$ cat src/rtl/msi_pkg.sv
package msi_pkg;
    typedef enum logic [1:0] {
        ST_IDLE,
        ST_WAIT_GNT,
        ST_SEND
    } msi_state_e;

    localparam logic [7:0] OFS_CTRL = 8'h00;
    localparam logic [7:0] OFS_CAP  = 8'h04;
    localparam logic [7:0] OFS_MODE = 8'h08;
    localparam logic [7:0] OFS_MASK = 8'h0C;
    localparam logic [7:0] OFS_PEND = 8'h10;
    localparam logic [7:0] OFS_PIN  = 8'h20;
    localparam logic [7:0] OFS_VEC  = 8'h40;

    localparam int CTL_EN = 0;
    localparam int CTL_DT = 1;
    localparam int CTL_XM = 2;
endpackage

$ cat src/rtl/msi_regs.sv
module msi_regs
    import msi_pkg::*;
#(
    parameter int N_IRQ = 24,
    parameter int VEC_W = 8,
    parameter int AW    = 8,
    parameter int DW    = 32,
    localparam int IDX_W = $clog2(N_IRQ)
) (
    input  logic                   clk,
    input  logic                   rst_n,
    input  logic                   we,
    input  logic [AW-1:0]          addr,
    input  logic [DW-1:0]          wdata,
    output logic [DW-1:0]          rdata,
    input  logic [N_IRQ-1:0]       pend_view,
    output logic                   mode_on,
    output logic [N_IRQ-1:0]       level_sel,
    output logic [N_IRQ-1:0]       mask,
    output logic [N_IRQ*VEC_W-1:0] vec_flat,
    output logic                   pin_hit,
    output logic [IDX_W-1:0]       pin_idx
);
    logic [2:0]       ctrl_q;
    logic [VEC_W-1:0] vec_q [N_IRQ];
    logic [AW-1:0]    vofs;
    logic [AW-1:0]    vsel;

    always_ff @(posedge clk or negedge rst_n) begin
        if (!rst_n) begin
            ctrl_q    <= '0;
            level_sel <= '0;
            mask      <= '0;
        end else if (we) begin
            if (addr == AW'(OFS_CTRL)) ctrl_q    <= wdata[2:0];
            if (addr == AW'(OFS_MODE)) level_sel <= wdata[N_IRQ-1:0];
            if (addr == AW'(OFS_MASK)) mask      <= wdata[N_IRQ-1:0];
        end
    end

    for (genvar i = 0; i < N_IRQ; i++) begin : g_vec
        always_ff @(posedge clk or negedge rst_n) begin
            if (!rst_n)
                vec_q[i] <= '0;
            else if (we && addr == AW'(OFS_VEC + 4 * i))
                vec_q[i] <= wdata[VEC_W-1:0];
        end
        assign vec_flat[i*VEC_W +: VEC_W] = vec_q[i];
    end

    assign mode_on = ctrl_q[CTL_EN] & ctrl_q[CTL_DT];
    assign pin_hit = we && (addr == AW'(OFS_PIN)) && (wdata < DW'(N_IRQ));
    assign pin_idx = wdata[IDX_W-1:0];
    assign vofs    = addr - AW'(OFS_VEC);
    assign vsel    = vofs >> 2;

    always_comb begin
        rdata = '0;
        unique case (addr)
            AW'(OFS_CTRL): rdata[2:0]       = ctrl_q;
            AW'(OFS_CAP):  rdata[0]         = ctrl_q[CTL_XM];
            AW'(OFS_MODE): rdata[N_IRQ-1:0] = level_sel;
            AW'(OFS_MASK): rdata[N_IRQ-1:0] = mask;
            AW'(OFS_PEND): rdata[N_IRQ-1:0] = pend_view;
            default: begin
                if (addr >= AW'(OFS_VEC) && vsel < AW'(N_IRQ) && vofs[1:0] == 2'b00)
                    rdata[VEC_W-1:0] = vec_q[vsel[IDX_W-1:0]];
            end
        endcase
    end
endmodule

$ cat src/rtl/msi_detect.sv
module msi_detect #(
    parameter int N_IRQ = 24,
    parameter int VEC_W = 8,
    localparam int IDX_W = $clog2(N_IRQ)
) (
    input  logic                   clk,
    input  logic                   rst_n,
    input  logic [N_IRQ-1:0]       irq_in,
    input  logic [N_IRQ-1:0]       level_sel,
    input  logic [N_IRQ*VEC_W-1:0] vec_flat,
    input  logic                   pin_hit,
    input  logic [IDX_W-1:0]       pin_idx,
    input  logic                   eoi_valid,
    input  logic [VEC_W-1:0]       eoi_vector,
    input  logic                   sent,
    input  logic [IDX_W-1:0]       sent_idx,
    output logic [N_IRQ-1:0]       pend,
    output logic [N_IRQ-1:0]       in_svc
);
    for (genvar i = 0; i < N_IRQ; i++) begin : g_line
        logic irq_q, p_q, s_q;
        logic rise, fall, pin_ev, sent_me, eoi_me;

        assign rise    = irq_in[i] & ~irq_q;
        assign fall    = ~irq_in[i] & irq_q;
        assign pin_ev  = pin_hit && (pin_idx == IDX_W'(i));
        assign sent_me = sent && (sent_idx == IDX_W'(i));
        assign eoi_me  = eoi_valid && s_q && (vec_flat[i*VEC_W +: VEC_W] == eoi_vector);

        always_ff @(posedge clk or negedge rst_n) begin
            if (!rst_n) begin
                irq_q <= 1'b0;
                p_q   <= 1'b0;
                s_q   <= 1'b0;
            end else begin
                irq_q <= irq_in[i];
                if (level_sel[i]) begin
                    if (sent_me) begin
                        p_q <= 1'b0;
                        s_q <= 1'b1;
                    end else if (eoi_me) begin
                        s_q <= 1'b0;
                        p_q <= irq_in[i];
                    end else if ((rise || pin_ev) && !s_q) begin
                        p_q <= 1'b1;
                    end else if (fall) begin
                        p_q <= 1'b0;
                    end
                end else begin
                    s_q <= 1'b0;
                    if (rise || pin_ev) p_q <= 1'b1;
                    else if (sent_me)   p_q <= 1'b0;
                end
            end
        end

        assign pend[i]   = p_q;
        assign in_svc[i] = s_q;
    end

    // A line in service never carries a second request before its EOI
    assert_no_double_R2: assert property (@(posedge clk) disable iff (!rst_n)
        (pend & in_svc) == '0);
endmodule

$ cat src/rtl/msi_arb.sv
module msi_arb #(
    parameter int N_IRQ = 24,
    localparam int IDX_W = $clog2(N_IRQ)
) (
    input  logic [N_IRQ-1:0] elig,
    output logic             any,
    output logic [IDX_W-1:0] idx
);
    always_comb begin
        any = 1'b0;
        idx = '0;
        for (int i = N_IRQ - 1; i >= 0; i--) begin
            if (elig[i]) begin
                any = 1'b1;
                idx = IDX_W'(i);
            end
        end
    end
endmodule

$ cat src/rtl/msi_engine.sv
module msi_engine
    import msi_pkg::*;
#(
    parameter int          N_IRQ    = 24,
    parameter int          VEC_W    = 8,
    parameter int          AW       = 8,
    parameter int          DW       = 32,
    parameter logic [31:0] MSG_ADDR = 32'hFEE0_0000,
    localparam int IDX_W = $clog2(N_IRQ)
) (
    input  logic             clk,
    input  logic             rst_n,
    input  logic [N_IRQ-1:0] irq_in,
    input  logic             reg_we,
    input  logic [AW-1:0]    reg_addr,
    input  logic [DW-1:0]    reg_wdata,
    output logic [DW-1:0]    reg_rdata,
    input  logic             eoi_valid,
    input  logic [VEC_W-1:0] eoi_vector,
    output logic             bus_req,
    input  logic             bus_gnt,
    output logic             msg_valid,
    output logic [31:0]      msg_addr,
    output logic [DW-1:0]    msg_data
);
    msi_state_e             state_q, state_d;
    logic [IDX_W-1:0]       idx_q;
    logic                   mode_on, pin_hit, any;
    logic [IDX_W-1:0]       pin_idx, pick;
    logic [N_IRQ-1:0]       level_sel, mask, pend, in_svc, elig;
    logic [N_IRQ*VEC_W-1:0] vec_flat;
    logic [VEC_W-1:0]       vec_sel;

    msi_regs #(.N_IRQ(N_IRQ), .VEC_W(VEC_W), .AW(AW), .DW(DW)) u_regs (
        .clk(clk), .rst_n(rst_n), .we(reg_we), .addr(reg_addr),
        .wdata(reg_wdata), .rdata(reg_rdata), .pend_view(pend),
        .mode_on(mode_on), .level_sel(level_sel), .mask(mask),
        .vec_flat(vec_flat), .pin_hit(pin_hit), .pin_idx(pin_idx)
    );

    msi_detect #(.N_IRQ(N_IRQ), .VEC_W(VEC_W)) u_det (
        .clk(clk), .rst_n(rst_n), .irq_in(irq_in), .level_sel(level_sel),
        .vec_flat(vec_flat), .pin_hit(pin_hit), .pin_idx(pin_idx),
        .eoi_valid(eoi_valid), .eoi_vector(eoi_vector),
        .sent(msg_valid), .sent_idx(idx_q), .pend(pend), .in_svc(in_svc)
    );

    assign elig = pend & ~mask & {N_IRQ{mode_on}};

    msi_arb #(.N_IRQ(N_IRQ)) u_arb (.elig(elig), .any(any), .idx(pick));

    // State register and latched index
    always_ff @(posedge clk or negedge rst_n) begin
        if (!rst_n) begin
            state_q <= ST_IDLE;
            idx_q   <= '0;
        end else begin
            state_q <= state_d;
            if (state_q == ST_IDLE && any) idx_q <= pick;
        end
    end

    // Transitions: pick, granted, done
    always_comb begin
        state_d = state_q;
        unique case (state_q)
            ST_IDLE:     if (any) state_d = ST_WAIT_GNT;
            ST_WAIT_GNT: if (bus_gnt) state_d = ST_SEND;
            ST_SEND:     state_d = ST_IDLE;
            default:     state_d = ST_IDLE;
        endcase
    end

    assign vec_sel = vec_flat[idx_q*VEC_W +: VEC_W];

    // Outputs from state
    always_comb begin
        bus_req   = (state_q == ST_WAIT_GNT);
        msg_valid = (state_q == ST_SEND);
        msg_addr  = msg_valid ? MSG_ADDR : '0;
        msg_data  = msg_valid ? DW'(vec_sel) : '0;
    end

    assert_grant_first_R5: assert property (@(posedge clk) disable iff (!rst_n)
        msg_valid |-> $past(bus_req && bus_gnt));

    assert_one_cycle_R9: assert property (@(posedge clk) disable iff (!rst_n)
        msg_valid |=> !msg_valid);

    assert_mode_gate_R6: assert property (@(posedge clk) disable iff (!rst_n)
        $rose(bus_req) |-> $past(mode_on));

    assert_wait_holds_R5: assert property (@(posedge clk) disable iff (!rst_n)
        (bus_req && !bus_gnt) |=> bus_req);
endmodule

$ cat config.mk
export PLATFORM = sky130hd
export DESIGN_NAME = msi_engine
export DESIGN_NICKNAME = d
export VERILOG_FILES = /design/src/rtl/msi_pkg.sv /design/src/rtl/msi_regs.sv /design/src/rtl/msi_detect.sv /design/src/rtl/msi_arb.sv /design/src/rtl/msi_engine.sv
export SDC_FILE = /design/constraint.sdc
export NUM_CORES = 1
export LEC_CHECK = 0
export ABC_AREA = 1
export CAP_MARGIN = 20
export CORE_ASPECT_RATIO = 1.2
export CORE_MARGIN = 3
export CORE_UTILIZATION = 45
export CTS_CLUSTER_SIZE = 16
export DETAILED_ROUTE_END_ITERATION = 12
export HOLD_SLACK_MARGIN = 0.08
export PLACE_DENSITY_LB_ADDON = 0.25
export SYNTH_ARGS = -nofsm -noshare
export SYNTH_HDL_FRONTEND = slang
export SYNTH_SLANG_ARGS = --single-unit
$ cat constraint.sdc
create_clock -name clk -period 8 [get_ports clk]
set_input_delay 1.6 -clock clk [delete_from_list [all_inputs] [get_ports clk]]
set_output_delay 1.6 -clock clk [all_outputs]
set_load 0.02 [all_outputs]
# After elaboration in Yosys (flattened, before gate mapping)
# Index checks and enable logic that the tools add are counted.
op_classes:
  add_sub_neg: 1
  mul: 0
  div_mod_pow: 0
  order_cmp: 4
  eq_ne: 151
  n_shift: 1
  muxes: 301
  bitwise: 101
  n_reduce_logical: 255
ops:
  columns: ["op", "n"]
  rows:
  - ["$mux 1", 264]
  - ["$eq 8x8->1", 24]
  - ["$shiftx 192x9->8", 1]
  - ["$logic_and 1x1->1", 149]
  - ["$eq 8x7->1 const B", 16]
  - ["$mux 5", 24]
  - ["$ne 5x1->1 const B", 24]
  - ["$eq 5x4->1 const B", 16]
  - ["$eq 5x5->1 const B", 16]
  - ["$ne 3x1->1 const B", 24]
  - ["$reduce_bool 3->1", 24]
  - ["$eq 8x8->1 const B", 8]
  - ["$reduce_and 2->1", 28]
  - ["$and 1x1->1", 49]
  - ["$and 24x24->24", 2]
  - ["$not 1->1", 48]
  - ["$pmux 16 s3", 1]
  - ["$bmux 8 s5", 1]
  - ["$eq 5x3->1 const B", 8]
  - ["$lt 32x5->1 const B", 1]
  - ["$mux 32", 1]
  - ["$mux 8", 4]
  - ["$logic_not 1->1", 24]
  - ["$logic_or 1x1->1", 24]
  - ["25 further kinds", 33]
word_totals:
  regBits: 322
  latch_bits: 0
  mem_bits_rw: 0
  mem_bits_ro: 0
  word_cells: 915
  memories: 0

# Longest topological paths before layout
# Gate-level depths: netlist of the first run.
depth:
  word_depth: 29
  mapped_depth: 26
  mapped_depth_nobuf: 26

# By module
# Synthesis of the first run repeated with hierarchy kept, for this count alone.
hier_totals:
  cells_unflattened: 3644
  area_unflattened_um2: 23139.7
by_module_without_submodules:
  columns: ["module", "instances", "cells_per_inst", "area_per_inst_um2", "seq_area_each_um2"]
  rows:
  - ["msi_regs", 1, 1678, 12368.1, 6080.8]
  - ["msi_detect", 1, 1229, 7269.5, 1801.7]
  - ["msi_engine", 1, 658, 3178.0, 175.2]
  - ["msi_arb", 1, 79, 324.1, 0.0]

# Least setup slack after synthesis of the first run
# No wires, ideal clock.
synth_timing:
  path_kind: "input to output"
  start: "input port reg_addr[6]"
  end: "output port reg_rdata[6]"
  arrival_time_ns: 3.695
  required_ns: 6.400
  slack_ns: 2.705
  stages: 12
  n_path_buf: 2
  cell_sequence: "clkbuf_1 > inv_1 > clkbuf_1 > ha_1 > inv_1 > nor2_4 > inv_2 > nor2_2 > nor3_1 > nand4_2 > a31oi_1 > a221o_1"
synth_via:
  elab_chain_len: 7
  elab_cells_between_ends: 17
  cone_classes: "add/sub (1); order compare (2); eq/ne (4); mux (5); bitwise (1); reduce/logical (4)"
synth_lines:
  columns: ["item", "line", "source"]
  rows:
  - ["start, declared", "msi_engine.sv:15", "input logic [AW-1:0] reg_addr,"]
  - ["$sub 8x7->8", "msi_regs.sv:54", "assign vofs = addr - AW'(OFS_VEC);"]
  - ["$not 5->6 (implied by the code)", "msi_regs.sv:67", "rdata[VEC_W-1:0] = vec_q[vsel[IDX_W-1:0]];"]
  - ["$bmux 8 s5", "msi_regs.sv:67", null]
  - ["$mux 8 (implied by the code) (2 in a row)", "msi_regs.sv:67", null]
  - ["$mux 8", "msi_regs.sv:66", "if (addr >= AW'(OFS_VEC) && vsel < AW'(N_IRQ) && vofs[1:0] == 2'b00)"]
  - ["$pmux 5 s4 *", "msi_regs.sv:59", "unique case (addr)"]
  - ["end, declared", "msi_engine.sv:17", "output logic [DW-1:0] reg_rdata,"]
# Mark *: on every way between the ends. The rest lies on a longest branch, timed or not. The select of a mux whose other input is x is not followed.

# Worst setup path in the final report of the first run
layout_timing:
  start: "input port reg_addr[6]"
  end: "output port reg_rdata[0]"
layout_via:
  elab_chain_len: 7
  elab_cells_between_ends: 16
  cone_classes: "add/sub (1); order compare (2); eq/ne (4); mux (5); bitwise (1); reduce/logical (3)"
layout_lines:
  columns: ["item", "line"]
  rows:
  - ["$sub 8x7->8", "msi_regs.sv:54"]
  - ["$not 5->6 (implied by the code)", "msi_regs.sv:67"]
  - ["$bmux 8 s5", "msi_regs.sv:67"]
  - ["$mux 8 (implied by the code) (2 in a row)", "msi_regs.sv:67"]
  - ["$mux 8", "msi_regs.sv:66"]
  - ["$pmux 1 s5 *", "msi_regs.sv:59"]
# Marked as above.

==> results by group, run 1 <==
Run status
  – Status: complete, no violations

Floorplanning
  – Die width: 197 microns
  – Core Area: 0.0431 sq mm
  – Die Y: 236 microns
  – I/O pin total: 175
  – DIE AREA: 0.0466 sq mm
  – Row count: 83
  – Starting Density: 45.9%

Route
  – ANT nets after route: 0
  – Drt first pass iters: 7
  – DR vias: 20.9k
  – Routed Wire Length: 92800 microns
  – DR vias/cell: 6.40
  – 1st-iter DRT viols: 2657
  – Post-DR wirelength/cell: 28.4 microns
  – DRC errors left: 0

Timing
  – Hold WS: 0.487 ns
  – Setup TNS: 0 ns
  – Final Max Slew Viols: 0
  – Final clock skew: 0.0230 ns
  – Final hold vios: 0
  – Final setup violation count: 0
  – Setup ws final: 1.10 ns
  – RSZ-0062 raised after global routing: no
  – Slew margin rel.: 23.8%
  – Slew @ Worst Pin: 1.13 ns
  – Fmax achieved: 0.145 GHz
  – Period Utilization, post-route: 86.2%
  – Fin crit period: 6.90 ns

Synth
  – Commonest cells post-synth: nand2_1, o21ai_0, inv_1, dfrtp_1, nor2_1
  – Most instantiated library cell after synthesis: nand2_1
  – Average size of a mapped cell: 7.52 sq um
  – Synth unique cells: 59
  – Area leader, netlist: dfrtp_1
  – Asr flop ratio synth: 100%
  – Synth Flop Type: dfrtp_1
  – Synth Instances: 2634
  – Sequential fraction of the synthesis area: 40.7%
  – Post-Syn Area: 0.0198 sq mm
  – Synth area leaders: dfrtp_1, nand2_1, o21ai_0
  – Yosys top cell area share: 40.7%
  – Post-synth EDFFs: 0
  – Seq cells post-synth: 322
  – Total number of yosys warnings: 0

Global routing
  – Initial antenna violation count: 2
  – Largest net degree at the start of global routing: 159
  – First-pass GRT wire length: 133000 microns
  – Vias in the first global route: 19.8k
  – Grt ovf: 0
  – GRT Total Usage: 39.0%

Setup path
  – Worst-path maximum fanout: 16
  – CP Cell Sequence: clkdlybuf4s50_1 -> inv_1 -> ha_1 -> inv_1 -> nor3_4 -> inv_1 -> o21ai_0 -> a311oi_1 -> o21ai_0 -> clkdlybuf4s50_1
  – Critical Path Source Type: primary input
  – CP Class: in2out
  – Worst setup EP type: output pin
  – Worst path arrival time: 5.30 ns
  – Worst EP required: 6.40 ns
  – CP max stage cell: clkdlybuf4s50_1
  – CP max stage delay: 0.71 ns
  – CP most frequent cell: inv_1

CTS
  – Total CTS buffers: 36
  – Clock slew at reported path FFs: 0.06 ns
  – CTS sink count: 322
  – Clock latency on the worst-skew pair: 0.58 ns
  – PostCTS Resize Cnt: 0
  – Post-CTS setup buffer count: 0
  – H-tree levels: 2
  – CTS max path bufs: 3
  – TritonCTS clock tree: built
  – Hold_buf cts: 0
  – CTS root buffer: clkbuf_16

Placed design
  – Gpl congestion: 1.08
  – DP Wirelength: 66800 microns
  – Pre-CTS setup slack: 1.25 ns
  – IO buf count: 120

Finish
  – Share of cells above drive strength 1: 5.78%
  – Storage cell area: 0.00806 sq mm
  – Area of the multi-input gates: 0.00957 sq mm
  – Nets: 2771
  – # fillers: 4209
  – Antenna Cells: 0
  – Area growth, synth to finish: 13.6%

Worst hold path
  – Hold/Removal Path Class: reg2reg

Power and ir drop
  – IR drop worst, VDD: 0.000148 V
  – Leakage power: 9.40 nW
  – Pwr Density: 191 mW/mm^2

Flow run
  – Max_cap viols: 0
## layer usage
| metal | vias to the layer above | GRT usage [%] | wire length [microns] |
|---|---|---|---|
| met5 | - | 0 | 7 |
| met4 | 2 | 29.3 | 8790 |
| li1 | 8989 | - | - |
| met2 | 1535 | 58.7 | 40000 |
| met3 | 493 | 11.5 | 10700 |
| met1 | 9911 | 47.1 | 33300 |
## kinds of logic after synthesis
logic type | share of synthesized area (%)
AOI/OAI and AO/OA | 24.9
DFF | 40.7
and+or+nand+nor | 18.5
other | 0.0189
adders and majority gates | 0.253
buffers and inverters | 12.1
xor gates and xnor gates | 3.58
## worst max-delay path: cells and delay by family
family          cells  cell delay, ns
buf+inv             5            2.31
compound gates      3            0.58
simple gates        1            0.51
fa+ha+maj           1            0.28
## final timing paths
kind | startpoint | endpoint | slack (ns) | cells past startpoint
worst max-delay path | reg_addr[6] | reg_rdata[0] | 1.10 | 10
worst min-delay path | u_regs.vec_flat[56] | u_regs.vec_flat[56] | 0.49 | 2
worst max register to register | state_q[0] | u_det.g_line[2].p_q | 4.56 | 10
worst min register to register | u_regs.vec_flat[56] | u_regs.vec_flat[56] | 0.49 | 2
max in group asynchronous | rst_n | u_regs.vec_flat[42] | 5.40 | 2
min in group asynchronous | rst_n | u_regs.mask[12] | 1.04 | 1
## area by class of cell
cell class | instances | area share (%)
repair buffers | 168 | 7.00
flip-flops and latches | 322 | 35.8
well taps | 552 | 3.07
inverters | 356 | 5.95
clock buffers | 53 | 4.83
clock inverters | 11 | 0.773
multi-input cells | 1806 | 42.6
## cell usage in the layout, fill, tap and decap left out, types with 7 or more instances in the layout
master,n
o21ai_1,12
a221oi_1,33
conb_1,54
xnor2_1,38
a22o_1,14
nand2_1,547
clkdlybuf4s50_1,118
inv_1,339
nand3_1,69
o21ai_0,381
nor4_1,20
inv_2,13
nor2_1,129
a22oi_1,43
o221ai_1,56
dfrtp_1,322
buf_4,44
a2111oi_0,11
nor2_2,10
nand4_1,28
nor3_1,40
clkbuf_16,38
clkbuf_8,9
o2111ai_1,22
a21oi_1,47
a31oi_1,8
a211oi_1,8
o22ai_1,122
xor2_1,43
o211ai_1,10
clkbuf_1,7
## stage by stage
step	area (sq um)	power (mW)	std cells	util (%)
after CTS	22500	4.29	3267	52.2
after detailed placement	21200	2.49	3203	49.2
final	22500	4.30	3268	52.2
after global routing	22500	4.42	3268	52.2
after global placement	21200	2.49	3201	49.2
after floorplan	20000	2.19	2687	-
## registers in the layout, indices dropped and copies added (netlist names)
| signal | count |
|---|---|
| u_regs.vec_flat | 192 |
| u_det.g_line.irq_q | 24 |
| u_det.g_line.p_q | 24 |
| u_det.g_line.s_q | 24 |
| u_regs.level_sel | 24 |
| u_regs.mask | 24 |
| idx_q | 5 |
| u_regs.ctrl_q | 3 |
| state_q | 2 |
## power by group
part	switching (mW)	total [mW]	internal, mW	leakage [nW]
sequential	0.0947	1.81	1.72	4.10
combinational	0.484	0.684	0.200	4.67
clock	0.729	1.80	1.08	0.622
Power figures use the tool's default switching activity.
==> run 2: changes to the inputs <==
--- a/config.mk
+++ b/config.mk
@@ -5,7 +5,6 @@
 export SDC_FILE = /design/constraint.sdc
 export NUM_CORES = 1
 export LEC_CHECK = 0
-export ABC_AREA = 1
 export CAP_MARGIN = 20
 export CORE_ASPECT_RATIO = 1.2
 export CORE_MARGIN = 3
@@ -17,3 +16,4 @@
 export SYNTH_ARGS = -nofsm -noshare
 export SYNTH_HDL_FRONTEND = slang
 export SYNTH_SLANG_ARGS = --single-unit
+export TNS_END_PERCENT = 5
==> constraint.sdc (replaced) <==
create_clock -name clk -period 5.9 [get_ports clk]
set_input_delay 1.18 -clock clk [delete_from_list [all_inputs] [get_ports clk]]
set_output_delay 1.18 -clock clk [all_outputs]
set_load 0.02 [all_outputs]
==> run 2 against run 1 <==
Net effect:
- area after synthesis increased by 3.4%
- clock skew decreased by 0.012 ns
- final area increased by 4.0%
- power increased by 31%
- sequential share of layout area decreased by 1.4 points
- via count decreased by 23%
- count of clock-buffer cells in the layout decreased by 7
- critical path depth decreased by 3
- non-clock buffer count unchanged
- combinational power increased by 8.2%
- global-route usage decreased by 11 points
- synthesized cell count decreased by 31%
- critical endpoint is now reg_rdata[7]
==> results by group, run 2 <==
Timing
  – Final setup violation count: 0 (unchanged)
  – Period Utilization, post-route: 90.2%
  – Slew margin rel.: 28.8% (was 23.8%)
  – Setup ws final: 0.576 ns (was 1.10 ns)
  – Final clock skew: 0.0105 ns (was 0.0230 ns)
  – Final hold vios: 0 (unchanged)
  – Slew @ Worst Pin: 1.06 ns (was 1.13 ns)
  – Setup TNS: 0 ns (unchanged)
  – Final Max Slew Viols: 0 (unchanged)
  – Hold WS: 0.534 ns (was 0.487 ns)
  – RSZ-0062 raised after global routing: no (unchanged)
  – Fin crit period: 5.32 ns
  – Fmax achieved: 0.188 GHz

Synth
  – Post-Syn Area: 0.0205 sq mm (was 0.0198 sq mm)
  – Synth Flop Type: dfrtp_1 (unchanged)
  – Average size of a mapped cell: 11.2 sq um (was 7.52 sq um)
  – Total number of yosys warnings: 0 (unchanged)
  – Asr flop ratio synth: 100% (unchanged)
  – Post-synth EDFFs: 0 (unchanged)
  – Sequential fraction of the synthesis area: 39.3% (was 40.7%)
  – Synth area leaders: dfrtp_1, mux2_2, mux4_2 (was dfrtp_1, nand2_1, o21ai_0)
  – Yosys top cell area share: 39.3% (was 40.7%)
  – Synth Instances: 1826 (was 2634)
  – Area leader, netlist: dfrtp_1 (unchanged)
  – Commonest cells post-synth: dfrtp_1, mux2_2, mux4_2, xor2_1, nand2_1 (was nand2_1, o21ai_0, inv_1, dfrtp_1, nor2_1)
  – Most instantiated library cell after synthesis: dfrtp_1 (was nand2_1)
  – Seq cells post-synth: 322 (unchanged)
  – Synth unique cells: 76 (was 59)

Setup path
  – CP max stage cell: clkdlybuf4s50_1 (unchanged)
  – Worst path arrival time: 4.14 ns (was 5.30 ns)
  – Worst setup EP type: output pin (unchanged)
  – RR Endpoint: u_det.g_line[6].p_q (was u_det.g_line[2].p_q)
  – CP Launch Point: reg_addr[6] (unchanged)
  – Worst EP required: 4.72 ns (was 6.40 ns)
  – CP max stage delay: 0.71 ns (about the same)
  – Reg-to-reg startpoint: idx_q[1] (was state_q[0])
  – CP Cell Sequence: clkdlybuf4s50_1 -> inv_1 -> ha_1 -> and3_1 -> a222oi_1 -> o21ai_0 -> clkdlybuf4s50_1 (was clkdlybuf4s50_1 -> inv_1 -> ha_1 -> inv_1 -> nor3_4 -> inv_1 -> o21ai_0 -> a311oi_1 -> o21ai_0 -> clkdlybuf4s50_1)
  – CP most frequent cell: clkdlybuf4s50_1 (was inv_1)
  – Worst-path maximum fanout: 13 (was 16)
  – R2R depth: 6 (was 10)
  – CP Class: in2out (unchanged)
  – Critical Path Source Type: primary input (unchanged)
  – Setup slack, reg-to-reg: 3.13 ns (was 4.56 ns)

Flow run
  – Max_cap viols: 0 (unchanged)

CTS
  – Hold_buf cts: 0 (unchanged)
  – Clock latency on the worst-skew pair: 0.53 ns (was 0.58 ns)
  – CTS root buffer: clkbuf_16 (unchanged)
  – Clock slew at reported path FFs: 0.06 ns (about the same)
  – CTS sink count: 322 (unchanged)
  – CTS max path bufs: 3 (unchanged)
  – H-tree levels: 2 (unchanged)
  – Total CTS buffers: 36 (unchanged)
  – TritonCTS clock tree: built (unchanged)
  – PostCTS Resize Cnt: 0 (unchanged)
  – Post-CTS setup buffer count: 0 (unchanged)

Finish
  – Post-layout util: 52.1% (was 52.2%)
  – Area growth, synth to finish: 14.2% (was 13.6%)
  – Most frequent cells in the layout: dfrtp_1, mux2_2, clkdlybuf4s50_1 (was nand2_1, o21ai_0, inv_1)
  – Final instance area: 0.0234 sq mm (was 0.0225 sq mm)
  – Fin cells: 2549 (was 3268)
  – Most common cell after layout, fill and taps aside: dfrtp_1 (was nand2_1)
  – Nets: 1995 (was 2771)
  – Max FFs per register: 192 (unchanged)
  – Share of cells above drive strength 1: 25.2% (was 5.78%)

Power and ir drop
  – Pwr Density: 240 mW/mm^2 (was 191 mW/mm^2)
  – Leakage power: 10.1 nW (was 9.40 nW)
  – Sequential group share of total power: 43.4% (was 42.1%)
  – Clock network power share: 43.4% (was 42.0%)
  – IR drop worst, VDD: 0.000201 V (was 0.000148 V)
  – Switching Power: 1.50 mW (was 1.31 mW)
  – Total Power: 5.62 mW (was 4.30 mW)
  – Comb power frac: 13.2% (was 15.9%)
  – Switching part of the total power: 26.6% (was 30.4%)
  – Int Pwr: 4.12 mW (was 2.99 mW)

Placed design
  – Pre-CTS setup slack: 0.699 ns (was 1.25 ns)
  – IO buf count: 120 (unchanged)
  – DP Wirelength: 50900 microns (was 66800 microns)
  – Placed Cells incl. Taps: 2485 (was 3203)
  – Gpl congestion: 1.00 (was 1.08)
  – DP Area: 0.0221 sq mm (was 0.0212 sq mm)

Route
  – DRC errors left: 0 (unchanged)
  – ANT nets after route: 0 (unchanged)
  – Routed Wire Length: 69700 microns (was 92800 microns)
  – Drt first pass iters: 10 (was 7)
  – 1st-iter DRT viols: 2110 (was 2657)
  – DR vias/cell: 6.29 (was 6.40)
  – DR vias: 16.0k (was 20.9k)
  – Post-DR wirelength/cell: 27.4 microns (was 28.4 microns)

Global routing
  – Largest net degree at the start of global routing: 131 (was 159)
  – Vias in the first global route: 15.7k (was 19.8k)
  – Grt ovf: 0 (unchanged)
  – GRT Total Usage: 28.4% (was 39.0%)
  – Initial antenna violation count: 3 (was 2)
  – First-pass GRT wire length: 103000 microns (was 133000 microns)

Floorplanning
  – Die width: 201 microns (was 197 microns)
  – Row count: 85 (was 83)
  – DIE AREA: 0.0481 sq mm (was 0.0466 sq mm)
  – I/O pin total: 175 (unchanged)
  – Starting Density: 45.6% (was 45.9%)
  – Die Y: 240 microns (was 236 microns)
  – Core Area: 0.0449 sq mm (was 0.0431 sq mm)

Run status
  – Status: complete, no violations (unchanged)

Worst hold path
  – Hold Path Depth: 1 (was 2)
  – Hold Startpoint: u_regs.mask[13] (was u_regs.vec_flat[56])
  – Hold EP: u_regs.mask[13] (was u_regs.vec_flat[56])
  – Hold/Removal Path Class: reg2reg (unchanged)
-- run 2: changes by cell type in the layout (fill, tap and decap cells not counted), sizes merged, moves of 42 or more --
cell | previous run | this run
nor2 | 145 | 87
xor2 | 43 | 112
xnor2 | 38 | 80
mux4 | 0 | 113
o21ai | 394 | 59
nand2b | 0 | 47
o22ai | 125 | 14
o221ai | 56 | 2
nand2 | 553 | 100
mux2 | 0 | 230
inv | 353 | 34
-- run 2: cells by family after synthesis --
kind of cell / synth area share, %
multiplexers: 25.6
buffers and inverters: 5.25
AO/OA/AOI/OAI: 8.55
adder cells (fa/ha/maj): 0.244
XOR/XNOR: 8.21
other: 0.0183
AND/OR/NAND/NOR: 12.8
flip-flops: 39.3
-- run 2: how the worst max path moves through the flow --
stage          depth (start not counted)             to
3_5_place_dp                           8   reg_rdata[7]
5_1_grt                                8   reg_rdata[5]
3_3_place_gp                           9  reg_rdata[10]
4_1_cts                                8   reg_rdata[7]
6_report                               7   reg_rdata[7]
2_1_floorplan                          7   reg_rdata[3]
-- run 2: worst max-delay path, delay by kind of cell --
kind,cells,cell delay (ns)
buf+inv,3,1.37
simple gates,1,0.66
fa+ha+maj,1,0.39
compound gates,2,0.53
-- run 2: power groups by stage --
| stage | Combinational [mW] | Clock [mW] | Sequential [mW] |
|---|---|---|---|
| finish | 0.740 | 2.44 | 2.44 |
| global route | 0.789 | 2.56 | 2.45 |
| CTS | 0.734 | 2.48 | 2.43 |
| detailed placement | 0.730 | 0 | 2.47 |
| global placement | 0.717 | 0 | 2.47 |
| floorplan | 0.489 | 0 | 2.42 |
-- run 2: layer usage --
metal	GRT usage [%]	up-vias	part of all wire, %
li1	-	6752	-
met1	38.0	8110	40
met2	44.8	955	45
met3	5.18	214	9.0
met4	14.0	0	5.5
met5	0	-	0
-- run 2: cell type report --
cell class | instances | area [sq um]
Antenna cell | 2 | 5.00
Clock buffer | 46 | 990
Clock inverter | 16 | 263
Fill cell | 3920 | 21500
Inverter | 34 | 128
Multi-Input combinational cell | 1352 | 11600
Sequential cell | 322 | 8060
Tap cell | 609 | 762
Timing Repair Buffer | 168 | 1620
